## config.mk

```make
export PLATFORM = sky130hd
export DESIGN_NAME = fp_sig_div
export DESIGN_NICKNAME = d
export VERILOG_FILES = /design/src/rtl/fpdiv_pkg.sv /design/src/rtl/fpdiv_special.sv /design/src/rtl/fpdiv_ctrl.sv /design/src/rtl/fpdiv_core.sv /design/src/rtl/fp_sig_div.sv
export SDC_FILE = /design/constraint.sdc
export NUM_CORES = 1
export LEC_CHECK = 0
export BUFFER_PORTS_ARGS = -buffer_cell sky130_fd_sc_hd__buf_2
export CAP_MARGIN = 20
export CORE_UTILIZATION = 53
export DETAILED_ROUTE_END_ITERATION = 8
export PLACE_DENSITY = 0.78
export SYNTH_ARGS = -nofsm -noshare
export SYNTH_HDL_FRONTEND = slang
export SYNTH_SLANG_ARGS = --single-unit
```

## constraint.sdc

```tcl
create_clock -name clk -period 3.48 [get_ports clk]
set_input_delay 0.348 -clock clk [delete_from_list [all_inputs] [get_ports clk]]
set_output_delay 0.348 -clock clk [all_outputs]
set_load 0.01 [all_outputs]
```

## src/rtl/fpdiv_pkg.sv

```systemverilog
package fpdiv_pkg;
  typedef enum logic [1:0] {
    CLS_ZERO = 2'd0,
    CLS_NORM = 2'd1,
    CLS_INF  = 2'd2,
    CLS_NAN  = 2'd3
  } fcls_e;
endpackage

```

## src/rtl/fpdiv_special.sv

```systemverilog
module fpdiv_special #(
  parameter int MANT_W = 24,
  parameter int EXP_W  = 10,
  localparam int QW    = MANT_W + 2
) (
  input  logic [1:0]        a_cls,
  input  logic              a_sign,
  input  logic              a_snan,
  input  logic [EXP_W-1:0]  a_exp,
  input  logic [MANT_W-1:0] a_sig,
  input  logic [1:0]        b_cls,
  input  logic              b_sign,
  input  logic              b_snan,
  input  logic [EXP_W-1:0]  b_exp,
  input  logic [MANT_W-1:0] b_sig,
  output logic              is_spec,
  output logic [1:0]        sp_cls,
  output logic              sp_sign,
  output logic [EXP_W:0]    sp_exp,
  output logic [QW-1:0]     sp_sig,
  output logic              sp_inv,
  output logic              sp_dz
);
  import fpdiv_pkg::*;

  logic a_nan, b_nan, a_inf, b_inf, a_zero, b_zero, a_sig_nan, b_sig_nan, take_b;
  logic [EXP_W:0] a_exp_x, b_exp_x;
  logic [QW-1:0]  dflt_sig;

  assign a_nan     = (a_cls == CLS_NAN);
  assign b_nan     = (b_cls == CLS_NAN);
  assign a_inf     = (a_cls == CLS_INF);
  assign b_inf     = (b_cls == CLS_INF);
  assign a_zero    = (a_cls == CLS_ZERO);
  assign b_zero    = (b_cls == CLS_ZERO);
  assign a_sig_nan = a_nan && a_snan;
  assign b_sig_nan = b_nan && b_snan;
  assign take_b    = !a_nan || (b_sig_nan && !a_sig_nan);
  assign a_exp_x   = {a_exp[EXP_W-1], a_exp};
  assign b_exp_x   = {b_exp[EXP_W-1], b_exp};
  assign dflt_sig  = {1'b1, {(QW-1){1'b0}}};

  always_comb begin
    is_spec = 1'b1;
    sp_cls  = a_cls;
    sp_sign = a_sign;
    sp_exp  = a_exp_x;
    sp_sig  = {a_sig, 2'b00};
    sp_inv  = 1'b0;
    sp_dz   = 1'b0;
    if (a_nan || b_nan) begin
      sp_inv = 1'b1;
      if (take_b) begin
        sp_cls  = b_cls;
        sp_sign = b_sign;
        sp_exp  = b_exp_x;
        sp_sig  = {b_sig, 2'b00};
      end
    end else if ((a_inf && b_inf) || (a_zero && b_zero)) begin
      sp_inv  = 1'b1;
      sp_cls  = CLS_NAN;
      sp_sign = 1'b0;
      sp_exp  = '0;
      sp_sig  = dflt_sig;
    end else if (a_inf || a_zero) begin
      // dividend passes through unchanged
    end else if (b_inf) begin
      sp_cls  = CLS_ZERO;
      sp_sign = a_sign ^ b_sign;
      sp_exp  = '0;
      sp_sig  = '0;
    end else if (b_zero) begin
      sp_cls  = CLS_INF;
      sp_sign = a_sign ^ b_sign;
      sp_dz   = 1'b1;
    end else begin
      is_spec = 1'b0;
    end
  end
endmodule

```

## src/rtl/fpdiv_ctrl.sv

```systemverilog
module fpdiv_ctrl #(
  parameter int QW    = 26,
  localparam int CW   = $clog2(QW + 1)
) (
  input  logic clk,
  input  logic rst_n,
  input  logic start,
  input  logic is_spec,
  output logic accept,
  output logic iter_en,
  output logic last,
  output logic busy,
  output logic done
);
  typedef enum logic {ST_IDLE, ST_RUN} st_e;

  st_e           st_q, st_d;
  logic [CW-1:0] cnt_q, cnt_d;
  logic          done_q, done_d;

  assign accept  = start && (st_q == ST_IDLE);
  assign iter_en = (st_q == ST_RUN);
  assign last    = iter_en && (cnt_q == CW'(1));
  assign busy    = iter_en;
  assign done    = done_q;

  always_comb begin
    st_d   = st_q;
    cnt_d  = cnt_q;
    done_d = 1'b0;
    if (accept) begin
      if (is_spec) begin
        done_d = 1'b1;
      end else begin
        st_d  = ST_RUN;
        cnt_d = CW'(QW);
      end
    end else if (iter_en) begin
      cnt_d = cnt_q - CW'(1);
      if (last) begin
        st_d   = ST_IDLE;
        done_d = 1'b1;
      end
    end
  end

  always_ff @(posedge clk or negedge rst_n) begin
    if (!rst_n) begin
      st_q   <= ST_IDLE;
      cnt_q  <= '0;
      done_q <= 1'b0;
    end else begin
      st_q   <= st_d;
      cnt_q  <= cnt_d;
      done_q <= done_d;
    end
  end

  // the count stays inside its window while the loop runs
  a_r8_cnt_range: assert property (@(posedge clk) disable iff (!rst_n)
    busy |-> (cnt_q != '0) && (cnt_q <= CW'(QW)));
  // a done pulse ends unless a new start was accepted in its cycle
  a_r8_done_pulse: assert property (@(posedge clk) disable iff (!rst_n)
    done |=> (!done || $past(start)));
endmodule

```

## src/rtl/fpdiv_core.sv

```systemverilog
module fpdiv_core #(
  parameter int MANT_W = 24,
  localparam int QW    = MANT_W + 2,
  localparam int RW    = MANT_W + 1
) (
  input  logic              clk,
  input  logic              rst_n,
  input  logic              load_en,
  input  logic              iter_en,
  input  logic [MANT_W-1:0] x_sig,
  input  logic [MANT_W-1:0] y_sig,
  output logic              pre_shift,
  output logic [QW-1:0]     q_nxt,
  output logic              sticky_nxt
);
  logic [RW-1:0]     rem_q, rem_d, rem_kept;
  logic [MANT_W-1:0] div_q, div_d;
  logic [QW-1:0]     quo_q, quo_d;
  logic [RW:0]       first_trial, trial;
  logic              qbit;

  // first trial subtraction: its sign decides the pre-normalization
  assign first_trial = {2'b00, x_sig} - {2'b00, y_sig};
  assign pre_shift   = first_trial[RW];

  // loop step: trial subtract, keep the difference when it does not underflow
  assign trial      = {1'b0, rem_q} - {2'b00, div_q};
  assign qbit       = ~trial[RW];
  assign rem_kept   = qbit ? trial[RW-1:0] : rem_q;
  assign q_nxt      = {quo_q[QW-2:0], qbit};
  assign sticky_nxt = |rem_kept;

  always_comb begin
    rem_d = rem_q;
    div_d = div_q;
    quo_d = quo_q;
    if (load_en) begin
      rem_d = pre_shift ? {x_sig, 1'b0} : {1'b0, x_sig};
      div_d = y_sig;
      quo_d = '0;
    end else if (iter_en) begin
      rem_d = {rem_kept[RW-2:0], 1'b0};
      quo_d = q_nxt;
    end
  end

  always_ff @(posedge clk or negedge rst_n) begin
    if (!rst_n) begin
      rem_q <= '0;
      div_q <= '0;
      quo_q <= '0;
    end else begin
      rem_q <= rem_d;
      div_q <= div_d;
      quo_q <= quo_d;
    end
  end

  // the partial remainder stays below twice the divisor
  a_r1_rem_bound: assert property (@(posedge clk) disable iff (!rst_n)
    iter_en |-> (rem_q < {div_q, 1'b0}));
  // the captured divisor does not move while the loop runs
  a_r9_div_stable: assert property (@(posedge clk) disable iff (!rst_n)
    iter_en |=> $stable(div_q));
endmodule

```

## src/rtl/fp_sig_div.sv

```systemverilog
module fp_sig_div #(
  parameter int MANT_W = 24,
  parameter int EXP_W  = 10,
  localparam int QW    = MANT_W + 2
) (
  input  logic              clk,
  input  logic              rst_n,
  input  logic              start,
  input  logic [1:0]        a_cls,
  input  logic              a_sign,
  input  logic              a_snan,
  input  logic [EXP_W-1:0]  a_exp,
  input  logic [MANT_W-1:0] a_sig,
  input  logic [1:0]        b_cls,
  input  logic              b_sign,
  input  logic              b_snan,
  input  logic [EXP_W-1:0]  b_exp,
  input  logic [MANT_W-1:0] b_sig,
  output logic              busy,
  output logic              done,
  output logic [1:0]        res_cls,
  output logic              res_sign,
  output logic [EXP_W:0]    res_exp,
  output logic [QW-1:0]     res_sig,
  output logic              res_sticky,
  output logic              flg_invalid,
  output logic              flg_divzero
);
  import fpdiv_pkg::*;

  logic rst_m, rst_s;
  always_ff @(posedge clk or negedge rst_n) begin
    if (!rst_n) begin
      rst_m <= 1'b0;
      rst_s <= 1'b0;
    end else begin
      rst_m <= 1'b1;
      rst_s <= rst_m;
    end
  end

  logic           is_spec, sp_sign, sp_inv, sp_dz;
  logic [1:0]     sp_cls;
  logic [EXP_W:0] sp_exp;
  logic [QW-1:0]  sp_sig;

  fpdiv_special #(.MANT_W(MANT_W), .EXP_W(EXP_W)) u_special (
    .a_cls(a_cls), .a_sign(a_sign), .a_snan(a_snan), .a_exp(a_exp), .a_sig(a_sig),
    .b_cls(b_cls), .b_sign(b_sign), .b_snan(b_snan), .b_exp(b_exp), .b_sig(b_sig),
    .is_spec(is_spec), .sp_cls(sp_cls), .sp_sign(sp_sign), .sp_exp(sp_exp),
    .sp_sig(sp_sig), .sp_inv(sp_inv), .sp_dz(sp_dz)
  );

  logic accept, iter_en, last;

  fpdiv_ctrl #(.QW(QW)) u_ctrl (
    .clk(clk), .rst_n(rst_s), .start(start), .is_spec(is_spec),
    .accept(accept), .iter_en(iter_en), .last(last), .busy(busy), .done(done)
  );

  logic          load_div, pre_shift, sticky_nxt;
  logic [QW-1:0] q_nxt;

  assign load_div = accept && !is_spec;

  fpdiv_core #(.MANT_W(MANT_W)) u_core (
    .clk(clk), .rst_n(rst_s), .load_en(load_div), .iter_en(iter_en),
    .x_sig(a_sig), .y_sig(b_sig), .pre_shift(pre_shift),
    .q_nxt(q_nxt), .sticky_nxt(sticky_nxt)
  );

  logic [EXP_W:0] div_exp;
  assign div_exp = {a_exp[EXP_W-1], a_exp} - {b_exp[EXP_W-1], b_exp}
                 - {{EXP_W{1'b0}}, pre_shift};

  logic [1:0]     cls_d;
  logic           sign_d, stk_d, inv_d, dz_d;
  logic [EXP_W:0] exp_d;
  logic [QW-1:0]  sig_d;

  always_comb begin
    cls_d  = res_cls;
    sign_d = res_sign;
    exp_d  = res_exp;
    sig_d  = res_sig;
    stk_d  = res_sticky;
    inv_d  = flg_invalid;
    dz_d   = flg_divzero;
    if (accept && is_spec) begin
      cls_d  = sp_cls;
      sign_d = sp_sign;
      exp_d  = sp_exp;
      sig_d  = sp_sig;
      stk_d  = 1'b0;
      inv_d  = sp_inv;
      dz_d   = sp_dz;
    end else if (load_div) begin
      cls_d  = CLS_NORM;
      sign_d = a_sign ^ b_sign;
      exp_d  = div_exp;
      inv_d  = 1'b0;
      dz_d   = 1'b0;
    end else if (last) begin
      sig_d  = q_nxt;
      stk_d  = sticky_nxt;
    end
  end

  always_ff @(posedge clk or negedge rst_s) begin
    if (!rst_s) begin
      res_cls     <= CLS_ZERO;
      res_sign    <= 1'b0;
      res_exp     <= '0;
      res_sig     <= '0;
      res_sticky  <= 1'b0;
      flg_invalid <= 1'b0;
      flg_divzero <= 1'b0;
    end else begin
      res_cls     <= cls_d;
      res_sign    <= sign_d;
      res_exp     <= exp_d;
      res_sig     <= sig_d;
      res_sticky  <= stk_d;
      flg_invalid <= inv_d;
      flg_divzero <= dz_d;
    end
  end

  // a normal result always carries its leading one
  a_r1_norm_lead: assert property (@(posedge clk) disable iff (!rst_s)
    (done && res_cls == CLS_NORM) |-> res_sig[QW-1]);
  // an invalid flag always comes with a NaN result
  a_r5_inv_nan: assert property (@(posedge clk) disable iff (!rst_s)
    (done && flg_invalid) |-> (res_cls == CLS_NAN));
  // divide-by-zero always yields infinity
  a_r7_dz_inf: assert property (@(posedge clk) disable iff (!rst_s)
    (done && flg_divzero) |-> (res_cls == CLS_INF));
  // class, sign and exponent stay fixed while the loop runs
  a_r9_hold_busy: assert property (@(posedge clk) disable iff (!rst_s)
    busy |=> ($stable(res_cls) && $stable(res_sign) && $stable(res_exp)));
endmodule

```

# Yosys cells after proc, flatten, opt, wreduce, memory -nomap -nowiden
# Cells that the tools add are included.
dict set report classes {
  n_mux 65
  multipliers 0
  shifts 0
  n_addsub 5
  n_div 0
  n_reduce_logical 25
  eq_ne 7
  order_cmp 0
  bitwise 3
}
# operator n
set op_table {}
lappend op_table {{two-way mux 26 bit} 8}
lappend op_table {{two-way mux 25 bit} 6}
lappend op_table {{two-way mux 11 bit} 7}
lappend op_table {{two-way mux 1 bit} 33}
lappend op_table {{subtractor 25 x 24 -> 26 bit} 1}
lappend op_table {{OR reduction 25 bit} 1}
lappend op_table {{subtractor 24 x 24 -> 25 bit} 1}
lappend op_table {{two-way mux 2 bit} 8}
lappend op_table {{two-way mux 5 bit} 3}
lappend op_table {{subtractor 10 x 10 -> 11 bit} 1}
lappend op_table {{subtractor 11 x 1 -> 11 bit} 1}
lappend op_table {{logical AND 1 bit} 9}
lappend op_table {{== test 2 bit, second input constant} 4}
lappend op_table {{nonzero test 2 bit} 4}
lappend op_table {{== test 5 x 1 -> 1 bit, second input constant} 1}
lappend op_table {{subtractor 5 x 1 -> 5 bit, second input constant} 1}
lappend op_table {{logical NOT 2 bit} 2}
lappend op_table {{logical OR 1 bit} 4}
lappend op_table {{AND reduction 2 bit} 2}
lappend op_table {{logical NOT 1 bit} 3}
lappend op_table {{inequality test 2 x 1 -> 1 bit, second input constant} 1}
lappend op_table {{inequality test 2 bit, second input constant} 1}
lappend op_table {{inverter 1 bit} 2}
lappend op_table {{XOR 1 bit} 1}
dict set report totals {
  n_memories 0
  mem_bits_ro 0
  reg_bits 126
  elab_cells 120
  ramBits 0
  latchBits 0
}

# Depth between registers and ports, before layout
dict set report depth {
  word_depth 10
  depth_mapped 25
}

# Hierarchy
# A second synthesis with hierarchy kept.
dict set report hier_totals {
  hier_cells 1038
  area_unflattened_um2 9171.3
}
# mod instances cells_each area_per_inst_um2
set by_module_without_submodules {}
lappend by_module_without_submodules {fpdiv_core 1 652 5649.2}
lappend by_module_without_submodules {fp_sig_div 1 271 2570.0}
lappend by_module_without_submodules {fpdiv_special 1 82 598.1}
lappend by_module_without_submodules {fpdiv_ctrl 1 33 354.1}

# Least setup slack after synthesis
# No wires, ideal clock.
dict set report synth_path {
  path_type {input-to-reg}
  from {input port b_sig[17]}
  to {register res_exp[10]}
  cell_stages 25
  slack_ns -1.337
  arrival_ns 4.695
  required_time_ns 3.358
  path_cell_list {inv_1 -> ha_1 -> a21o_1 -> a21o_1 -> a21o_1 -> a21o_1 -> a21oi_1 -> o21a_1 -> nand2_1 -> buf_2 -> fa_1 -> inv_1 -> ha_1 -> or2_2 -> fa_1 -> nand2b_1 -> a21oi_1 -> o21ai_0 -> a21oi_1 -> o21bai_1 -> a21oi_1 -> o21bai_1 -> a21oi_1 -> mux2i_1 -> nand2_1}
}
dict set report synth_via {
  elab_chain_cells 4
}
# element line_no
set synth_lines {}
lappend synth_lines {{from (decl)} fp_sig_div.sv:18} ;# input logic [MANT_W-1:0] b_sig,
lappend synth_lines {{subtractor 24 x 24 -> 25 bit} fpdiv_core.sv:23} ;# assign first_trial = {2'b00, x_sig} - {2'b00, y_sig};
lappend synth_lines {{subtractor 11 x 1 -> 11 bit} fp_sig_div.sv:74} ;# - {{EXP_W{1'b0}}, pre_shift};
lappend synth_lines {{two-way mux 11 bit} fp_sig_div.sv:97} ;# end else if (load_div) begin
lappend synth_lines {{two-way mux 11 bit} fp_sig_div.sv:89} ;# if (accept && is_spec) begin
lappend synth_lines {{to (signal assigned)} fp_sig_div.sv:121} ;# res_exp <= exp_d;
lappend synth_lines {{to (decl)} fp_sig_div.sv:23} ;# output logic [EXP_W:0] res_exp,
# Every way passes these cells. The select of a mux whose other input is x is not followed.
# A chain may end at the register's enable or synchronous reset.

# Worst setup path in the final report
# Same ends and word-level chain as after synthesis.

==> flow_summary.json <==
{
  "status": "complete, but fails checks",
  "violations": "setup timing",
  "intPower_uw": 5662,
  "synth_ff_type": "dfrtp_1",
  "worstHoldStart": "b_sig[18]",
  "setup_viol": 6,
  "numCtsBuffers": 17,
  "ant_nets": 0,
  "whs_endpoint": "u_core.div_q[18]",
  "cts-root-buf": "clkbuf_16",
  "multiInputGateArea_um2": 5051,
  "yosysWarningCount": 0,
  "end_kind": "register",
  "ff2ff_setup_slack_ns": 0.24,
  "final_util": 0.6765,
  "grt_max_degree": 85,
  "setup_ws_ns": -0.5119,
  "final.setup_skew_ns": 0.009026,
  "p_leak_uw": 0.005302,
  "switchingPower_uw": 4461,
  "hold_viol_final": 0,
  "io_buffers": 123,
  "fp.dieH_um": 129.8,
  "power_density_nw_per_um2": 942.0,
  "min_delay_path_depth": 3,
  "postSynth.asyncResetShare": 1.000,
  "insertion_delay_ns": 0.42,
  "rr_worst_depth": 14,
  "viasPerCell": 5.818,
  "layout_min_cycle_time_ns": 3.992,
  "seq_area_um2": 3158,
  "synthToLayoutAreaGrowth_pct": 24.23,
  "drc": 0,
  "crit_type": "input port to register",
  "die_area_um2": 16840,
  "track_usage": 0.2959,
  "ys_seq_area_frac": 0.3645,
  "worst-path-stages": 24,
  "cts.sinks": 126,
  "worst_r2r_endpoint": "res_sticky",
  "place_hpwl_mm": 17.74,
  "swShare": 0.4407,
  "crit_fanout": 2,
  "required_ns": 3.79,
  "critPathMaxStageDelay_ns": 0.46,
  "syn_area_um2": 8651,
  "path_cells": "buf_6 -> inv_12 -> ha_4 -> a21o_1 -> a21o_1 -> a21o_1 -> a21o_1 -> a21oi_1 -> o21a_1 -> nand2_4 -> fa_1 -> ha_1 -> or2_4 -> fa_2 -> nand2b_4 -> a21oi_4 -> o21ai_2 -> a21oi_2 -> o21bai_1 -> a21oi_2 -> o21bai_1 -> a21oi_1 -> mux2i_1 -> nand2_1",
  "peakVddDrop_uv": 741.5,
  "pwr-share-seq": 0.271,
  "dr.pass1.iters": 5,
  "crit_path_frequent_cell": "a21o_1",
  "synth.distinct_cells": 71,
  "core-area_um2": 15890,
  "layout-drive-gt1-share": 0.2445,
  "place.gp.congestion": 0.9228,
  "rr_startpoint": "u_core.rem_q[0]",
  "clockBufferDepth": 2,
  "hold_path.class": "input port to register",
  "slowest_stage": "fa_1",
  "pwr-share-comb": 0.549,
  "avgSynthCellArea_um2": 8.634,
  "layout_commonest_cell": "nand2_1",
  "grt_overflow": 0,
  "cts_tree": "yes",
  "drtIter0Drc": 735,
  "timing.fmax_mhz": 250.5,
  "postSynthCellCount": 1002,
  "clk_pin_slew_worst_paths_ns": 0.06,
  "first_global_vias": 7526,
  "start_util": 0.5446,
  "finalPower_uw": 10120,
  "worstPathArrival_ns": 4.30,
  "grt_pass1_wl_mm": 38.30,
  "ios": 124,
  "clock_power_share": 0.180,
  "post_drt_wl_per_cell_um": 17.23,
  "max_slew.worst_pin.slew_ns": 0.6200,
  "path_buf_inv": 2,
  "syn_nets": 1151,
  "cap_violations": 0,
  "maxSlewHeadroom": 0.5867,
  "fillers": 1233,
  "antenna_found_initial": 3,
  "startpoint_type": "input port",
  "rows": 46,
  "crit_family": "compound AO/OA/AOI/OAI gates",
  "finalCritPeriodShare": 1.147,
  "num_vias": 8197,
  "rsz0062_at_grt": "yes",
  "die_width_um": 129.8,
  "htreeDepth": 4,
  "finalMaxSlewViolations": 0,
  "final_cell_mix": "155 x nand2_1, 124 x dfrtp_1, 119 x buf_2",
  "nets": 1326,
  "wirelength_mm": 24.27,
  "synth-edff-count": 0,
  "ys_ff_latch": 126
}
## timing repair
action | in CTS | in global routing
setup buffers | 22 | 2
cloned | 0 | 0
hold endpoints to repair | 2 | 0
pin swaps | 29 | 17
hold buffers | 1 | 0
endpoints found under the setup margin | 6 | 9
resized for setup | 20 | 8
## layer usage
| layer | share of wire | up-vias | GRT usage |
|---|---|---|---|
| li1 | - | 3931 | - |
| met1 | 0.45 | 3893 | 0.4269 |
| met2 | 0.46 | 326 | 0.4517 |
| met3 | 0.068 | 47 | 0.04633 |
| met4 | 0.021 | 0 | 0.1019 |
| met5 | 0 | - | 0 |
## through the flow
step	setup WS [ns]	instances	setup TNS [ns]	hold slack (ns)	cell area [um2]
6_report	-0.5119	1409	-1.347	0.1789	10750
4_1_cts	-0.5914	1408	-2.073	0.1675	10720
2_1_floorplan	-0.9776	1002	-3.557	0.05241	8753
3_5_place_dp	-1.163	1364	-6.127	0.1351	9986
5_1_grt	-0.7419	1409	-2.761	0.2093	10750
3_3_place_gp	-1.099	1364	-5.699	0.1326	9986
## registers in the layout, indices dropped and copies added (netlist names), 2 cells and up
name          cells
res_exp          11
u_core.rem_q     25
u_ctrl.cnt_q      5
u_core.div_q     24
res_cls           2
u_core.quo_q     25
res_sig          26
## area by class of cell
type | count | share of cell area
multi-input cells | 736 | 0.4700
flip-flops and latches | 126 | 0.2939
repair buffers | 209 | 0.1226
clock buffers | 17 | 0.03959
inverters | 87 | 0.03178
well taps | 216 | 0.02515
clock inverters | 15 | 0.01630
diodes | 3 | 0.0006986
## power groups by stage
| stage | clock [uW] | sequential (uW) | combinational, uW |
|---|---|---|---|
| after floorplan | 0 | 2710 | 4020 |
| after global placement | 0 | 2720 | 5270 |
| after detailed placement | 0 | 2740 | 5430 |
| after CTS | 1830 | 2730 | 5520 |
| after global routing | 1900 | 2820 | 6210 |
| final | 1820 | 2740 | 5560 |
## worst max path at each step
stage / startpoint / endpoint / slack [ns]
final: b_sig[17] / res_exp[10] / -0.51
after global routing: b_sig[1] / res_exp[10] / -0.74
after CTS: b_sig[1] / res_exp[10] / -0.59
after detailed placement: b_sig[17] / res_exp[10] / -1.16
after global placement: b_sig[17] / res_exp[10] / -1.10
after floorplan: b_sig[17] / res_exp[10] / -0.98
## kinds of logic after synthesis
group	count (synthesis)	synth area share
AOI/OAI and AO/OA	330	0.2527
xor gates and xnor gates	35	0.03543
adders and majority gates	70	0.1038
buffers and inverters	140	0.07015
DFF	126	0.3645
muxes	28	0.03298
other	1	0.0004335
and+or+nand+nor	272	0.1400
## cell usage after synthesis, drive strengths merged (8+ instances only)
library cell | count | share of area
buf | 11 | 0.0084
a21o | 21 | 0.018
o211ai | 17 | 0.015
nand3 | 15 | 0.0087
a22oi | 48 | 0.042
xnor2 | 23 | 0.023
nand2b | 9 | 0.0065
inv | 87 | 0.038
nor3 | 16 | 0.0098
a221oi | 13 | 0.017
nand2 | 158 | 0.069
clkbuf | 42 | 0.024
nand4 | 8 | 0.0058
mux2i | 24 | 0.028
xor2 | 12 | 0.012
nor2 | 37 | 0.016
o21ai | 129 | 0.076
a21oi | 44 | 0.027
dfrtp | 126 | 0.36
ha | 67 | 0.097
## tightest hold or removal path: stages
cell and delay (ns):
buf_2 0.10, nand2_1 0.05, o21ai_0 0.06
No activity file was read; power rests on OpenSTA's default activity.
